**config.mk**
```make
export PLATFORM = sky130hd
export DESIGN_NAME = dl_decoder
export DESIGN_NICKNAME = d
export VERILOG_FILES = /design/src/rtl/dl_pkg.sv /design/src/rtl/dl_window.sv /design/src/rtl/dl_zrun.sv /design/src/rtl/dl_decoder.sv
export SDC_FILE = /design/constraint.sdc
export NUM_CORES = 1
export LEC_CHECK = 0
export BUFFER_PORTS_ARGS = -buffer_cell sky130_fd_sc_hd__buf_2
export CORE_ASPECT_RATIO = 0.75
export CORE_UTILIZATION = 55
export DETAILED_ROUTE_END_ITERATION = 16
export PLACE_DENSITY_LB_ADDON = 0.08
export SETUP_SLACK_MARGIN = 0.1
export SYNTH_ARGS = -nofsm -noshare
export SYNTH_HDL_FRONTEND = slang
export SYNTH_SLANG_ARGS = --single-unit
```
**constraint.sdc**
```tcl
create_clock -name clk -period 1.95 [get_ports clk]
set_input_delay 0.195 -clock clk [delete_from_list [all_inputs] [get_ports clk]]
set_output_delay 0.195 -clock clk [all_outputs]
set_load 0.005 [all_outputs]
```
**src/rtl/dl_pkg.sv**
```systemverilog
package dl_pkg;
    localparam int unsigned WIN    = 4;
    localparam int unsigned FILL_W = $clog2(WIN + 1);
    localparam int unsigned CNT_W  = $clog2(WIN);
    localparam logic [WIN-1:0] GRP_W0 = 4'b1001;
    localparam logic [WIN-1:0] GRP_W1 = 4'b0110;

    typedef struct packed {
        logic [FILL_W-1:0] fill;
        logic [CNT_W-1:0]  left;
        logic              prev_vld;
        logic              prev0;
        logic              prev1;
        logic              dout;
        logic              f_both;
        logic              f_rep0;
        logic              f_rep1;
        logic              f_zrun;
        logic              f_any;
    } dl_state_t;
endpackage

```
**src/rtl/dl_window.sv**
```systemverilog
module dl_window #(
    parameter int unsigned LEN = 4
) (
    input  logic           clk,
    input  logic           rst_n,
    input  logic           din,
    output logic [LEN-1:0] win
);
    logic [LEN-1:0] win_d, win_q;

    always_comb begin
        win_d = {win_q[LEN-2:0], din};
    end

    always_ff @(posedge clk or negedge rst_n) begin
        if (!rst_n) win_q <= '0;
        else        win_q <= win_d;
    end

    assign win = win_q;
endmodule

```
**src/rtl/dl_zrun.sv**
```systemverilog
module dl_zrun #(
    parameter int unsigned LIMIT = 4
) (
    input  logic clk,
    input  logic rst_n,
    input  logic step,
    input  logic zero_sym,
    output logic hit
);
    localparam int unsigned RW = $clog2(LIMIT + 1);
    localparam logic [RW-1:0] TOP = RW'(LIMIT);

    logic [RW-1:0] run_d, run_q;

    always_comb begin
        run_d = run_q;
        hit   = 1'b0;
        if (step) begin
            if (zero_sym) begin
                hit   = (run_q >= TOP - 1'b1);
                run_d = (run_q == TOP) ? run_q : run_q + 1'b1;
            end else begin
                run_d = '0;
            end
        end
    end

    always_ff @(posedge clk or negedge rst_n) begin
        if (!rst_n) run_q <= '0;
        else        run_q <= run_d;
    end
endmodule

```
**src/rtl/dl_decoder.sv**
```systemverilog
module dl_decoder
    import dl_pkg::*;
#(
    parameter int unsigned ZRUN_LIMIT = 4
) (
    input  logic clk,
    input  logic rst_n,
    input  logic rx0,
    input  logic rx1,
    output logic data_out,
    output logic err_any,
    output logic err_both,
    output logic err_rep0,
    output logic err_rep1,
    output logic err_zrun
);
    localparam logic [FILL_W-1:0] FULL = FILL_W'(WIN);

    logic [1:0]     rx_bus;
    logic [WIN-1:0] win [2];

    assign rx_bus = {rx1, rx0};

    // one look-ahead window per wire
    for (genvar g = 0; g < 2; g++) begin : g_wire
        dl_window #(.LEN(WIN)) win_i (
            .clk  (clk),
            .rst_n(rst_n),
            .din  (rx_bus[g]),
            .win  (win[g])
        );
    end

    dl_state_t st_d, st_q;
    logic      vld, old0, old1, grp_match, start, in_grp, zero_sym, zhit;

    dl_zrun #(.LIMIT(ZRUN_LIMIT)) zrun_i (
        .clk     (clk),
        .rst_n   (rst_n),
        .step    (vld),
        .zero_sym(zero_sym),
        .hit     (zhit)
    );

    always_comb begin
        st_d      = st_q;
        vld       = (st_q.fill == FULL);
        old0      = win[0][WIN-1];
        old1      = win[1][WIN-1];
        grp_match = (win[0] == GRP_W0) && (win[1] == GRP_W1);
        start     = vld && (st_q.left == '0) && grp_match;
        in_grp    = start || (st_q.left != '0);
        zero_sym  = vld && !in_grp && !old0 && !old1;

        if (!vld) st_d.fill = st_q.fill + 1'b1;

        if (start)                 st_d.left = CNT_W'(WIN - 1);
        else if (st_q.left != '0)  st_d.left = st_q.left - 1'b1;

        st_d.dout   = vld && !in_grp && (old0 ^ old1);
        st_d.f_both = vld && old0 && old1;
        st_d.f_rep0 = vld && st_q.prev_vld && st_q.prev0 && old0 && !start;
        st_d.f_rep1 = vld && st_q.prev_vld && st_q.prev1 && old1 && (st_q.left == '0);
        st_d.f_zrun = zhit;
        st_d.f_any  = st_d.f_both | st_d.f_rep0 | st_d.f_rep1 | st_d.f_zrun;

        if (vld) begin
            st_d.prev_vld = 1'b1;
            st_d.prev0    = old0;
            st_d.prev1    = old1;
        end
    end

    always_ff @(posedge clk or negedge rst_n) begin
        if (!rst_n) st_q <= '0;
        else        st_q <= st_d;
    end

    assign data_out = st_q.dout;
    assign err_any  = st_q.f_any;
    assign err_both = st_q.f_both;
    assign err_rep0 = st_q.f_rep0;
    assign err_rep1 = st_q.f_rep1;
    assign err_zrun = st_q.f_zrun;
endmodule

```
Word-level counts from Yosys, hierarchy flattened
Index checks and enable logic that the tools add are counted.

storage, ports and cells
  bits of input ports = 4
  register bits = 25
  output and inout port bits = 6
  word-level logic and storage cells = 58

operators by class
  $add $sub $neg = 3
  reductions and logical operators = 25
  equality and inequality tests = 5
  bitwise operators = 4
  $lt $le $gt $ge = 1
  muxes and demuxes = 6

operators with widths
  kind                                                 count
  logical AND 1 bit                                    16
  adder 3 x 1 -> 3 bit, second input constant          2
  equality test 3 bit, second input constant           2
  2-to-1 mux 3 bit                                     2
  equality test 4 x 3 -> 1 bit, second input constant  1
  equality test 4 bit, second input constant           1
  logical NOT 1 bit                                    4
  2-to-1 mux 2 bit                                     2
  nonzero test 2 bit                                   2
  >= comparator 3 x 2 -> 1 bit, second input constant  1
  bitwise OR 1 bit                                     3
  logical NOT 2 bit                                    1
  2-to-1 mux 1 bit                                     2
  != test 2 bit, second input constant                 1
  AND reduction 2 bit                                  1
  subtractor 2 x 1 -> 2 bit, second input constant     1
  logical OR 1 bit                                     1
  bitwise XOR 1 bit                                    1

Longest topological paths before layout
Gate-level depths: netlist of run 1.

  depth after elaboration = 11
  mapped depth = 5
  mapped depth without buffers = 5

Cells and area by module
A second synthesis of run 1 with hierarchy kept.

second synthesis, totals
  cells, all modules = 86
  area total of the unflattened synthesis = 1024.7 µm²

by module, submodules not included
  module      cells an instance  area an instance (µm²)  sequential area each (µm²)  instances
  dl_decoder  57                 620.6                   350.3                       1
  dl_zrun     21                 203.9                   75.1                        1
  dl_window   4                  100.1                   100.1                       2

Worst setup path before layout of run 1
Ideal clock, no wire load.

  path type = register to register
  start point = register st_q[9] (netlist bit)
  end point = register st_q (netlist bit err_any)
  arrival time = 1.532 ns
  buffers on the path = 0
  data required time = 1.811 ns
  clock period less this slack = 1.671 ns
  setup slack = 0.279 ns
  stages on the path, launching flop included = 6
  library setup time = 0.139 ns
  cells stage by stage = dfrtp_1 -> inv_1 -> ha_1 -> nand4bb_4 -> o2111a_1 -> or4_1

RTL lines
  what                      RTL line          RTL
  start: declaration        dl_decoder.sv:34  dl_state_t st_d, st_q;
  start signal: assignment  dl_decoder.sv:76  else st_q <= st_d;

==> metrics.log, run 1 <==
INFO  metric synthCells = 80
INFO  metric power.density = between 800 and 900 mW/mm^2
INFO  metric grt_first_pass_wirelength = around 2600 um
INFO  metric syn_nets = 90
INFO  metric worst_skew_pair.late_latency = ~310 ps
INFO  metric final_common_cell = dfrtp_1
INFO  metric finalNetCount = approximately 110
INFO  metric timing.final.crit_share = 0.879
INFO  metric dpl.hpwl = 1120 um
INFO  metric timing.hold.worst.class = input port to async pin
INFO  metric timing_hold_violations_final = 0
INFO  metric cap_violations = 0
INFO  metric cts.root.buffer_cell = clkbuf_4
INFO  metric worst-endpoint-required = 2150 ps
INFO  metric leakagePower = ~0.53 nW
INFO  metric critPathCapture = err_any
INFO  metric die_height = approximately 40 um
INFO  metric r2r_start = st_q[9]
INFO  metric diodes = 0
INFO  metric synth_top_cell_area_share = 0.620
INFO  metric via_count = a little over 600
INFO  metric io_pins = 10
INFO  metric layout.core_utilization = 0.666
INFO  metric maximum_clock_skew_at_final_layout = roughly 6.0 ps
INFO  metric setup_viol_count_final = 0
INFO  metric synth.yosys.warnings = 0
INFO  metric cp-startpoint = st_q[9]
INFO  metric layout-area-overhead-vs-synth = 13.8%
INFO  metric final_layout_size_suffix_gt1_frac = 0.155
INFO  metric avgSynthCellArea = 12.6 sq um
INFO  metric timing.fmax = between 500 and 600 MHz
INFO  metric grt_start_max_net_pins = 26
INFO  metric routabilityCongestion = ~0.85
INFO  metric slew_violations = 0
INFO  metric core.rowCount = 13
INFO  metric timing.max_slew.rel_slack = 0.650
INFO  metric drc = 0
INFO  metric grt.total_usage = 0.191
INFO  metric worst-setup-path-type = register to register
INFO  metric r2r_setup_slack = 240 ps
INFO  metric critical_path.startpoint_type = register
INFO  metric layout.cells.most_common_list = 25 x dfrtp_1, 9 x buf_2, 7 x inv_1
INFO  metric ir_worst_vdd = roughly 550 uV
INFO  metric vias_in_the_first_global_route = approximately 590
INFO  metric postCtsSetupRepairBufs = 0
INFO  metric synth_top_cell_by_area = dfrtp_1
INFO  metric post_synth_main_area_contributors = dfrtp_1 62%, ha_1 7.4%, nand4bb_4 2.7%
INFO  metric postSynthRegisterBits = 25
INFO  metric layout_min_cycle_time = roughly 1700 ps
INFO  metric ant_nets = 0
INFO  metric clk_pin_slew_worst_paths = roughly 130 ps
INFO  metric portBuffers = 9
INFO  metric synth.yosys.seq_area_share = 0.620
INFO  metric grt_setup_unrepaired = no
INFO  metric detail_route.first_pass.iterations = 3
INFO  metric rr_endpoint = err_any
INFO  metric cts-buffers-inserted = 3
INFO  metric max_slew.worst_pin.slew = roughly 530 ps
INFO  metric die_area = between 0.002 and 0.0025 sq mm
INFO  metric drt_via_density = 5.19
INFO  metric cts_h_tree_depth = 1
INFO  metric drt-total-wl = 1550 um
INFO  metric dr.first_iter.drc_count = 11
INFO  metric timing.critical_path.to_type = register
INFO  metric final.setup.tns = 0 ps
INFO  metric clock-sinks = 25
INFO  metric routedWlPerCell = approximately 13 um
INFO  metric worst_r2r_path_depth = 5
INFO  metric run_status = completed
INFO  metric synth_cell_area = 0.00101 sq mm
INFO  metric globalRouteOverflowTotal = 0
INFO  metric die_w = 51.5 um
INFO  metric ctsLongestPathBuffers = 2
INFO  metric cp.arrival = 1920 ps
INFO  metric n_fill_cell = 145
INFO  metric grt_antenna_before_repair = 0
INFO  metric timing.critical_path.fanout_max = 6
INFO  metric synth_cell_types = 27
INFO  metric design.core.area = around 0.0017 sq mm
INFO  metric cts_tree = yes
INFO  metric initial_core_util = 0.586
-- metrics by stage --
stage | cell area [sq um] | hold slack (ps) | total power [mW] | worst slack [ps] | std cells
6_report | 1150 | 371 | 1.01 | 235 | 119
5_1_grt | 1150 | 396 | 1.09 | 155 | 119
4_1_cts | 1150 | 385 | 1.03 | 174 | 119
3_5_place_dp | 1090 | 206 | 0.793 | 199 | 112
3_3_place_gp | 1090 | 206 | 0.790 | 231 | 112
2_1_floorplan | 1010 | -101 | 0.738 | 279 | 80
-- cells in the mapped netlist --
library cell	number
a211oi_1	1
a21oi_1	1
a31oi_1	1
and2_1	2
and3_1	1
dfrtp_1	25
ha_1	6
inv_1	7
mux2_1	1
mux2i_1	1
nand2_1	6
nand2b_1	2
nand3_1	3
nand4_1	2
nand4bb_1	1
nand4bb_4	1
nor2_1	4
nor3_1	3
nor3b_1	1
o2111a_1	1
o21ai_1	3
o31ai_1	1
o32ai_1	1
or3b_1	1
or4_1	1
xnor2_1	2
xor2_1	1
-- how the worst min path moves through the flow --
stage / slack, ps / from / to / cells past startpoint
after floorplan: -100 / rst_n / data_out / 0
after detailed placement: 210 / rst_n / zrun_i.run_q[2] / 1
after global placement: 210 / rst_n / zrun_i.run_q[2] / 1
final: 370 / rst_n / zrun_i.run_q[2] / 2
after global routing: 400 / g_wire[1].win_i.win[0] / g_wire[1].win_i.win[1] / 0
after CTS: 390 / rst_n / zrun_i.run_q[1] / 2
-- cell type report --
type / instances / area [sq um] / share of cell area
inverter: 7 / 26.3 / 0.0229
timing repair buffer: 13 / 82.6 / 0.0719
multi-input combinational: 48 / 360 / 0.314
sequential: 25 / 626 / 0.545
tap: 22 / 27.5 / 0.0240
clock buffer: 4 / 26.3 / 0.0229
-- sequential cells by signal, indices dropped and copies added, names as in the netlist --
register and flops:
err_rep1 1, zrun_i.run_q 3, data_out 1, err_both 1
err_any 1, st_q 8, err_zrun 1, g_wire.win_i.win 8
err_rep0 1
-- cells by family (layout without fill, tap and decap cells) --
group / Yosys count / count (layout) / synth area share
buffers and inverters: 7 / 24 / 0.0260
xor gates and xnor gates: 3 / 3 / 0.0260
and+or+nand+nor: 28 / 28 / 0.172
AOI/OAI and AO/OA: 9 / 9 / 0.0607
muxes: 2 / 2 / 0.0211
adders and majority gates: 6 / 6 / 0.0743
DFF: 25 / 25 / 0.620
-- report_power, final --
part	leakage, nW	total, mW	internal (mW)	switching (mW)
Clock	0.0150	0.221	0.0799	0.141
Sequential	0.306	0.592	0.569	0.0229
Combinational	0.209	0.200	0.0950	0.105
Total	0.530	1.01	0.744	0.269
-- routing by layer --
layer	GRT usage	wire length, um	vias to the layer above
met2	0.325	711	14
met1	0.219	759	291
met5	0	0	-
met4	0.0608	5	0
li1	-	-	311
met3	0.0824	69	2
-- critical path: stages, from the launching register on --
cell and delay, ps:
dfrtp_1 410, inv_1 60, ha_2 250, nand4bb_4 140, o2111a_1 260, or4_1 490
-- what timing repair did --
action | 4_1_cts | 5_1_grt
setup endpoints to repair | 0 | 1
hold buffers | 3 | 0
hold endpoints to repair | 27 | 0
resized for setup | 0 | 1
No activity file was read; power rests on OpenSTA's default activity.
==> run 2: changes to the inputs <==
--- a/config.mk
+++ b/config.mk
@@ -5,9 +5,10 @@
 export SDC_FILE = /design/constraint.sdc
 export NUM_CORES = 1
 export LEC_CHECK = 0
+export ABC_AREA = 1
 export BUFFER_PORTS_ARGS = -buffer_cell sky130_fd_sc_hd__buf_2
 export CORE_ASPECT_RATIO = 0.75
-export CORE_UTILIZATION = 55
+export CORE_UTILIZATION = 56
 export DETAILED_ROUTE_END_ITERATION = 16
 export PLACE_DENSITY_LB_ADDON = 0.08
 export SETUP_SLACK_MARGIN = 0.1
==> run 2 against run 1 <==
Effect of this change:
- global-route usage down 1.2 points
- register-to-register slack better by 220 ps
- wire length up 1.7%
- die area up 2.6%
- core utilization up 0.19 points
- synthesized cell count up 36%
- sequential power about the same
- clock power down 2%
- synthesized area up 4.6%
- setup slack better by 220 ps
- worst hold slack better by 14 ps
==> metrics.log, run 2 <==
INFO  metric synth_xor_area_frac = 0.0166 (was 0.0260)
INFO  metric maximum_clock_skew_at_final_layout = 1.79 ps (was 6.00 ps)
INFO  metric final_critical_path_setup_slack = 456 ps (was 235 ps)
INFO  metric die_height = 39.6 um (was 39.1 um)
INFO  metric synth.yosys.warnings = 0 (unchanged)
INFO  metric ctsLongestPathBuffers = 2 (unchanged)
INFO  metric ant_nets = 0 (unchanged)
INFO  metric synth-compound-area-share = 0.0344 (was 0.0607)
INFO  metric finalNetCount = 135 (was 108)
INFO  metric power.switching = 264 uW (was 269 uW)
INFO  metric via_count = 687 (was 618)
INFO  metric cts.root.buffer_cell = clkbuf_4 (unchanged)
INFO  metric clk_pin_slew_worst_paths = 120 ps (was 130 ps)
INFO  metric synth_enable_flop_cells = 0 (unchanged)
INFO  metric worst_r2r_path_depth = 8 (was 5)
INFO  metric synth_top_family_by_area = simple AND/OR/NAND/NOR gates (unchanged)
INFO  metric vias_in_the_first_global_route = 561 (was 588)
INFO  metric timing.final.crit_share = 0.766 (was 0.879)
INFO  metric yosys-mux-area-fraction = 0 (was 0.0211)
INFO  metric synth_simple_gate_area_frac = 0.200 (was 0.172)
INFO  metric cts_h_tree_depth = 1 (unchanged)
INFO  metric synth.yosys.seq_area_share = 0.592 (was 0.620)
INFO  metric avgSynthCellArea = 9.69 sq um (was 12.6 sq um)
INFO  metric io_pins = 10 (unchanged)
INFO  metric layout-area-overhead-vs-synth = 11.1% (was 13.8%)
INFO  metric postCtsSetupRepairBufs = 0 (unchanged)
INFO  metric cts_tree = yes (unchanged)
INFO  metric synth.most_common_cell = dfrtp_1 (unchanged)
INFO  metric drc = 0 (unchanged)
INFO  metric ir_worst_vdd = 789 uV (was 545 uV)
INFO  metric pwr-share-clk = 0.219 (was 0.218)
INFO  metric timing.hold.worst.class = input port to async pin (unchanged)
INFO  metric grt_setup_unrepaired = no (unchanged)
INFO  metric synthCells = 109 (was 80)
INFO  metric cp.arrival = 1750 ps (was 1920 ps)
INFO  metric slew_violations = 0 (unchanged)
INFO  metric post_synth_main_area_contributors = dfrtp_1 59%, nand2_1 8.5%, ha_1 7.1% (was dfrtp_1 62%, ha_1 7.4%, nand4bb_4 2.7%)
INFO  metric synth_adder_area_share = 0.0711 (was 0.0743)
INFO  metric grt_first_pass_wirelength = 2500 um (was 2550 um)
INFO  metric die_w = 52.1 um (was 51.5 um)
INFO  metric clock-sinks = 25 (unchanged)
INFO  metric portBuffers = 9 (unchanged)
INFO  metric diodes = 0 (unchanged)
INFO  metric setup_viol_count_final = 0 (unchanged)
INFO  metric synth_cell_types = 17 (was 27)
INFO  metric globalRouteOverflowTotal = 0 (unchanged)
INFO  metric synth_cell_area = 0.00106 sq mm (was 0.00101 sq mm)
INFO  metric cap_violations = 0 (unchanged)
INFO  metric core.rowCount = 13 (unchanged)
INFO  metric synth_top_cell_area_share = 0.592 (was 0.620)
INFO  metric leakagePower = 0.652 nW (was 0.530 nW)
INFO  metric cts-buffers-inserted = 3 (unchanged)
INFO  metric synth_top_cell_by_area = dfrtp_1 (unchanged)
INFO  metric r2r_setup_slack = 460 ps (was 240 ps)
INFO  metric seq_power_share = 0.601 (was 0.585)
INFO  metric run_status = completed (unchanged)
INFO  metric drt_via_density = 4.71 (was 5.19)
INFO  metric timing.critical_path.fanout_max = 12 (was 6)
INFO  metric netSwitchingFraction = 0.268 (was 0.265)
INFO  metric power.density = 839 mW/mm^2 (was 882 mW/mm^2)
INFO  metric drt-total-wl = 1570 um (was 1550 um)
INFO  metric cp-startpoint = st_q[12] (was st_q[9])
INFO  metric dr.first_iter.drc_count = 10 (was 11)
INFO  metric grt.total_usage = 0.179 (was 0.191)
INFO  metric grt_start_max_net_pins = 26 (unchanged)
INFO  metric routedWlPerCell = 10.8 um (was 13.0 um)
INFO  metric async_flop_share = 1.00 (unchanged)
INFO  metric grt_antenna_before_repair = 0 (unchanged)
INFO  metric worst_setup_slack_before_clock_tree_synthesis = 484 ps (was 199 ps)
INFO  metric critical_path.startpoint_type = register (unchanged)
INFO  metric max_slew.worst_pin.slew = 519 ps (was 525 ps)
INFO  metric dpl.hpwl = 1200 um (was 1120 um)
INFO  metric pwr-share-comb = 0.180 (was 0.197)
INFO  metric final_common_cell = dfrtp_1 (unchanged)
INFO  metric timing.max_slew.rel_slack = 0.654 (was 0.650)
INFO  metric final_layout_size_suffix_gt1_frac = 0.137 (was 0.155)
INFO  metric internal_power = 721 uW (was 744 uW)
INFO  metric rr_endpoint = zrun_i.run_q[1] (was err_any)
INFO  metric ys_dominant_reg_cell = dfrtp_1 (unchanged)
INFO  metric critPathCapture = zrun_i.run_q[1] (was err_any)
INFO  metric timing_hold_violations_final = 0 (unchanged)
INFO  metric design.core.area = 0.00176 sq mm (was 0.00172 sq mm)
INFO  metric worst-endpoint-required = 2200 ps (was 2150 ps)
INFO  metric postSynthRegisterBits = 25 (unchanged)
INFO  metric layout.cells.most_common_list = 25 x dfrtp_1, 24 x nand2_1, 20 x inv_1 (was 25 x dfrtp_1, 9 x buf_2, 7 x inv_1)
INFO  metric final.setup.tns = 0 ps (unchanged)
INFO  metric routabilityCongestion = 0.778 (was 0.852)
INFO  metric worst_skew_pair.late_latency = 300 ps (was 310 ps)
INFO  metric timing.fmax = 669 MHz (was 583 MHz)
INFO  metric die_area = 0.00207 sq mm (was 0.00201 sq mm)
INFO  metric initial_core_util = 0.601 (was 0.586)
INFO  metric detail_route.first_pass.iterations = 4 (was 3)
INFO  metric syn_nets = 119 (was 90)
INFO  metric synth_top_cells_by_count = 25 x dfrtp_1, 24 x nand2_1, 20 x inv_1 (was 25 x dfrtp_1, 7 x inv_1, 6 x ha_1, 6 x nand2_1, 4 x nor2_1)
INFO  metric r2r_start = st_q[12] (was st_q[9])
INFO  metric layout_min_cycle_time = 1490 ps (was 1710 ps)
INFO  metric worst-setup-path-type = register to register (unchanged)
INFO  metric timing.critical_path.to_type = register (unchanged)
-- run 2: changes by cell type after synthesis, sizes merged, moves of 2 or more --
cell     change
nor2         +7
nand2b       -2
and2         -2
nand2       +20
nand4bb      -2
nand4        +3
inv         +14
-- run 2: how the worst min path moves through the flow --
| stage | from | end | slack [ps] | cells past startpoint |
|---|---|---|---|---|
| after floorplan | rst_n | data_out | -100 | 0 |
| after global placement | rst_n | st_q[12] | 200 | 1 |
| after detailed placement | rst_n | st_q[8] | 200 | 1 |
| after CTS | rst_n | g_wire[1].win_i.win[3] | 390 | 2 |
| after global routing | g_wire[1].win_i.win[2] | g_wire[1].win_i.win[3] | 410 | 0 |
| final | rst_n | st_q[8] | 390 | 2 |
-- run 2: per-layer routing --
metal | global-route usage | vias up | part of all wire | routed length [um]
li1 | - | 365 | - | -
met1 | 0.244 | 307 | 0.50 | 787
met2 | 0.269 | 15 | 0.45 | 704
met3 | 0.0698 | 0 | 0.052 | 81
met4 | 0.0395 | 0 | 0 | 0
met5 | 0 | - | 0 | 0
-- run 2: power by group through the flow --
stage               Sequential (mW)  Clock [mW]  Combinational, mW
floorplan                     0.601           0              0.119
global placement              0.600           0              0.166
detailed placement            0.603           0              0.177
CTS                           0.592       0.225              0.182
global route                  0.595       0.248              0.212
finish                        0.591       0.216              0.177
-- run 2: kinds of logic after synthesis --
| logic type | count (synthesis) |
|---|---|
| xor gates and xnor gates | 2 |
| adders and majority gates | 6 |
| DFF | 25 |
| and+or+nand+nor | 48 |
| buffers and inverters | 22 |
| AOI/OAI and AO/OA | 6 |
-- run 2: area by class of cell --
type                            instances  area, sq um
Tap cell                               22         27.5
Timing Repair Buffer                   12         75.1
Inverter                               21         78.8
Clock buffer                            4         26.3
Fill cell                             144          583
Sequential cell                        25          626
Multi-Input combinational cell         62          340
-- run 2: critical path: stages, from the launching register on --
cell	delay [ps]
dfrtp_1	420
inv_1	80
ha_1	170
nand2_2	160
inv_2	160
nand4_2	130
o21bai_2	180
nand2_1	70
nand2_1	60
-- run 2: per-stage QoR --
step	utilization	instances	instance area [sq um]	total power [mW]	hold slack (ps)
5_1_grt	0.668	146	1170	1.06	408
3_3_place_gp	0.636	139	1120	0.767	200
3_5_place_dp	0.636	139	1120	0.780	200
4_1_cts	0.668	146	1170	0.999	387
2_1_floorplan	-	109	1060	0.719	-101
6_report	0.668	146	1170	0.985	385
-- run 2: repair_timing --
action | in CTS | in global routing
hold endpoints to repair | 27 | 0
hold buffers | 3 | 0
gates resized for setup | 0 | 0
==> run 3: changes to the inputs <==
==> constraint.sdc (replaced) <==
create_clock -name clk -period 1.4 [get_ports clk]
set_input_delay 0.14 -clock clk [delete_from_list [all_inputs] [get_ports clk]]
set_output_delay 0.14 -clock clk [all_outputs]
set_load 0.005 [all_outputs]
==> run 3 against run 2 <==
Effect of this change:
- clock skew up 2.4 ps
- worst hold slack got worse by 64 ps
- final area increased by 13%
- via count rose by 20%
- highest routed layer is now met4
==> metrics.log, run 3 (synthesis gave the netlist of run 2 again) <==
INFO  metric run_status = completed (unchanged)
INFO  metric cts-buffers-inserted = 3 (unchanged)
INFO  metric cap_violations = 0 (unchanged)
INFO  metric initial_core_util = 0.601 (unchanged)
INFO  metric drc = 0 (unchanged)
INFO  metric grt_first_pass_wirelength = 2620 um (was 2500 um)
INFO  metric final_layout_size_suffix_gt1_frac = 0.306 (was 0.137)
INFO  metric portBuffers = 9 (unchanged)
INFO  metric die_w = 52.1 um (unchanged)
INFO  metric grt_start_max_net_pins = 26 (unchanged)
INFO  metric slew_violations = 0 (unchanged)
INFO  metric ant_nets = 0 (unchanged)
INFO  metric timing.fmax = 732 MHz (was 669 MHz)
INFO  metric design.core.area = 0.00176 sq mm (unchanged)
INFO  metric finalNetCount = 145 (was 135)
INFO  metric cts_tree = yes (unchanged)
INFO  metric ir_worst_vdd = 1020 uV (was 789 uV)
INFO  metric diodes = 0 (unchanged)
INFO  metric clk_pin_slew_worst_paths = 130 ps (was 120 ps)
INFO  metric timing.final.crit_share = 0.976 (was 0.766)
INFO  metric io_pins = 10 (unchanged)
INFO  metric r2r_start = zrun_i.run_q[0] (was st_q[12])
INFO  metric worst_skew_pair.late_latency = 330 ps (was 300 ps)
INFO  metric worst_r2r_path_depth = 6 (was 8)
INFO  metric ctsLongestPathBuffers = 2 (unchanged)
INFO  metric max_slew.worst_pin.slew = 538 ps (was 519 ps)
INFO  metric timing.critical_path.fanout_max = 3 (was 12)
INFO  metric gr-usage-met3 = 0.101 (was 0.0698)
INFO  metric regArea = 626 sq um (unchanged)
INFO  metric cts.root.buffer_cell = clkbuf_4 (unchanged)
INFO  metric most_crowded_layer_after_global_routing = met2 (unchanged)
INFO  metric layout-area-overhead-vs-synth = 25.6% (was 11.1%)
INFO  metric layout_min_cycle_time = 1370 ps (was 1490 ps)
INFO  metric rr_endpoint = err_any (was zrun_i.run_q[1])
INFO  metric grtUsageMet1 = 0.227 (was 0.244)
INFO  metric via_count = 821 (was 687)
INFO  metric dr.first_iter.drc_count = 72 (was 10)
INFO  metric stdcell_count = 156 (was 146)
INFO  metric numPlacedInstances = 142 (was 139)
INFO  metric die_area = 0.00207 sq mm (unchanged)
INFO  metric layout.cells.most_common_list = 25 x dfrtp_1, 22 x nand2_1, 17 x inv_1 (was 25 x dfrtp_1, 24 x nand2_1, 20 x inv_1)
INFO  metric r2r_setup_slack = 30 ps (was 460 ps)
INFO  metric timing_hold_violations_final = 0 (unchanged)
INFO  metric timing.critical_path.to_type = register (unchanged)
INFO  metric routabilityCongestion = 0.854 (was 0.778)
INFO  metric worst-setup-path-type = register to register (unchanged)
INFO  metric dpl.hpwl = 1220 um (was 1200 um)
INFO  metric use_met2 = 0.304 (was 0.269)
INFO  metric detail_route.first_pass.iterations = 5 (was 4)
INFO  metric die_height = 39.6 um (unchanged)
INFO  metric drt_via_density = 5.26 (was 4.71)
INFO  metric layout.core_utilization = 0.755 (was 0.668)
INFO  metric leakagePower = 0.698 nW (was 0.652 nW)
INFO  metric maximum_clock_skew_at_final_layout = 4.21 ps (was 1.79 ps)
INFO  metric grt_setup_unrepaired = yes (was no)
INFO  metric power.density = 1130 mW/mm^2 (was 839 mW/mm^2)
INFO  metric final_common_cell = dfrtp_1 (unchanged)
INFO  metric drt-total-wl = 2150 um (was 1570 um)
INFO  metric final_critical_path_setup_slack = 34.0 ps (was 456 ps)
INFO  metric grt_antenna_before_repair = 0 (unchanged)
INFO  metric worst_setup_slack_before_clock_tree_synthesis = 22.8 ps (was 484 ps)
INFO  metric critical_path.startpoint_type = register (unchanged)
INFO  metric cp.arrival = 1590 ps (was 1750 ps)
INFO  metric n_fill_cell = 116 (was 144)
INFO  metric final.setup.tns = 0 ps (unchanged)
INFO  metric core.rowCount = 13 (unchanged)
INFO  metric worst-endpoint-required = 1620 ps (was 2200 ps)
INFO  metric timing.hold.worst.class = input port to async pin (unchanged)
INFO  metric globalRouteOverflowTotal = 0 (unchanged)
INFO  metric setup_viol_count_final = 0 (unchanged)
INFO  metric cts_h_tree_depth = 1 (unchanged)
INFO  metric grt.total_usage = 0.195 (was 0.179)
INFO  metric multi_input_comb_area = 412 sq um (was 340 sq um)
INFO  metric timing.max_slew.rel_slack = 0.641 (was 0.654)
INFO  metric routedWlPerCell = 13.8 um (was 10.8 um)
INFO  metric clock-sinks = 25 (unchanged)
INFO  metric vias_in_the_first_global_route = 644 (was 561)
==> run 3: cell type report <==
class	instances	share of cell area
Timing Repair Buffer	22	0.113
Clock inverter	1	0.00566
Tap cell	22	0.0208
Clock buffer	3	0.0170
Sequential cell	25	0.472
Multi-Input combinational cell	62	0.310
Inverter	21	0.0613
==> run 3: timing repair <==
item | in CTS | in global routing
cloned | 0 | 0
setup buffers | 2 | 5
hold buffers | 3 | 0
endpoints found under the setup margin | 4 | 7
pin swaps | 2 | 10
gates resized for setup | 5 | 14
endpoints found under the hold margin | 27 | 0
==> run 3: worst max path at each step <==
stage	start	to	slack, ps	depth (start not counted)
6_report	zrun_i.run_q[0]	err_any	30	6
4_1_cts	st_q[12]	zrun_i.run_q[2]	100	8
3_3_place_gp	st_q[9]	st_q[10]	40	8
3_5_place_dp	st_q[9]	st_q[10]	20	8
2_1_floorplan	st_q[9]	st_q[10]	190	8
5_1_grt	st_q[12]	zrun_i.run_q[2]	20	8
==> run 3: worst max-delay path: stages (launching register included) <==
cell,delay (ps)
dfrtp_1,420
ha_1,200
ha_1,180
nor2_1,130
o21ai_0,140
nand2_1,120
nand3_1,70
==> run 3: layer usage <==
metal	vias to the layer above	share of wire
li1	385	-
met1	383	0.41
met2	39	0.49
met3	14	0.065
met4	0	0.042
met5	-	0
==> run 3: where the power goes <==
part,internal [mW],switching (mW),leakage [nW]
registers,0.792,0.0338,0.306
clock network,0.110,0.213,0.0139
logic,0.158,0.197,0.379
==> run 3: through the flow <==
step	area, sq um	power (mW)	hold slack [ps]
3_3_place_gp	1140	1.07	141
5_1_grt	1330	1.60	351
6_report	1330	1.50	322
3_5_place_dp	1140	1.09	148
2_1_floorplan	1060	1.00	-156
4_1_cts	1230	1.46	323
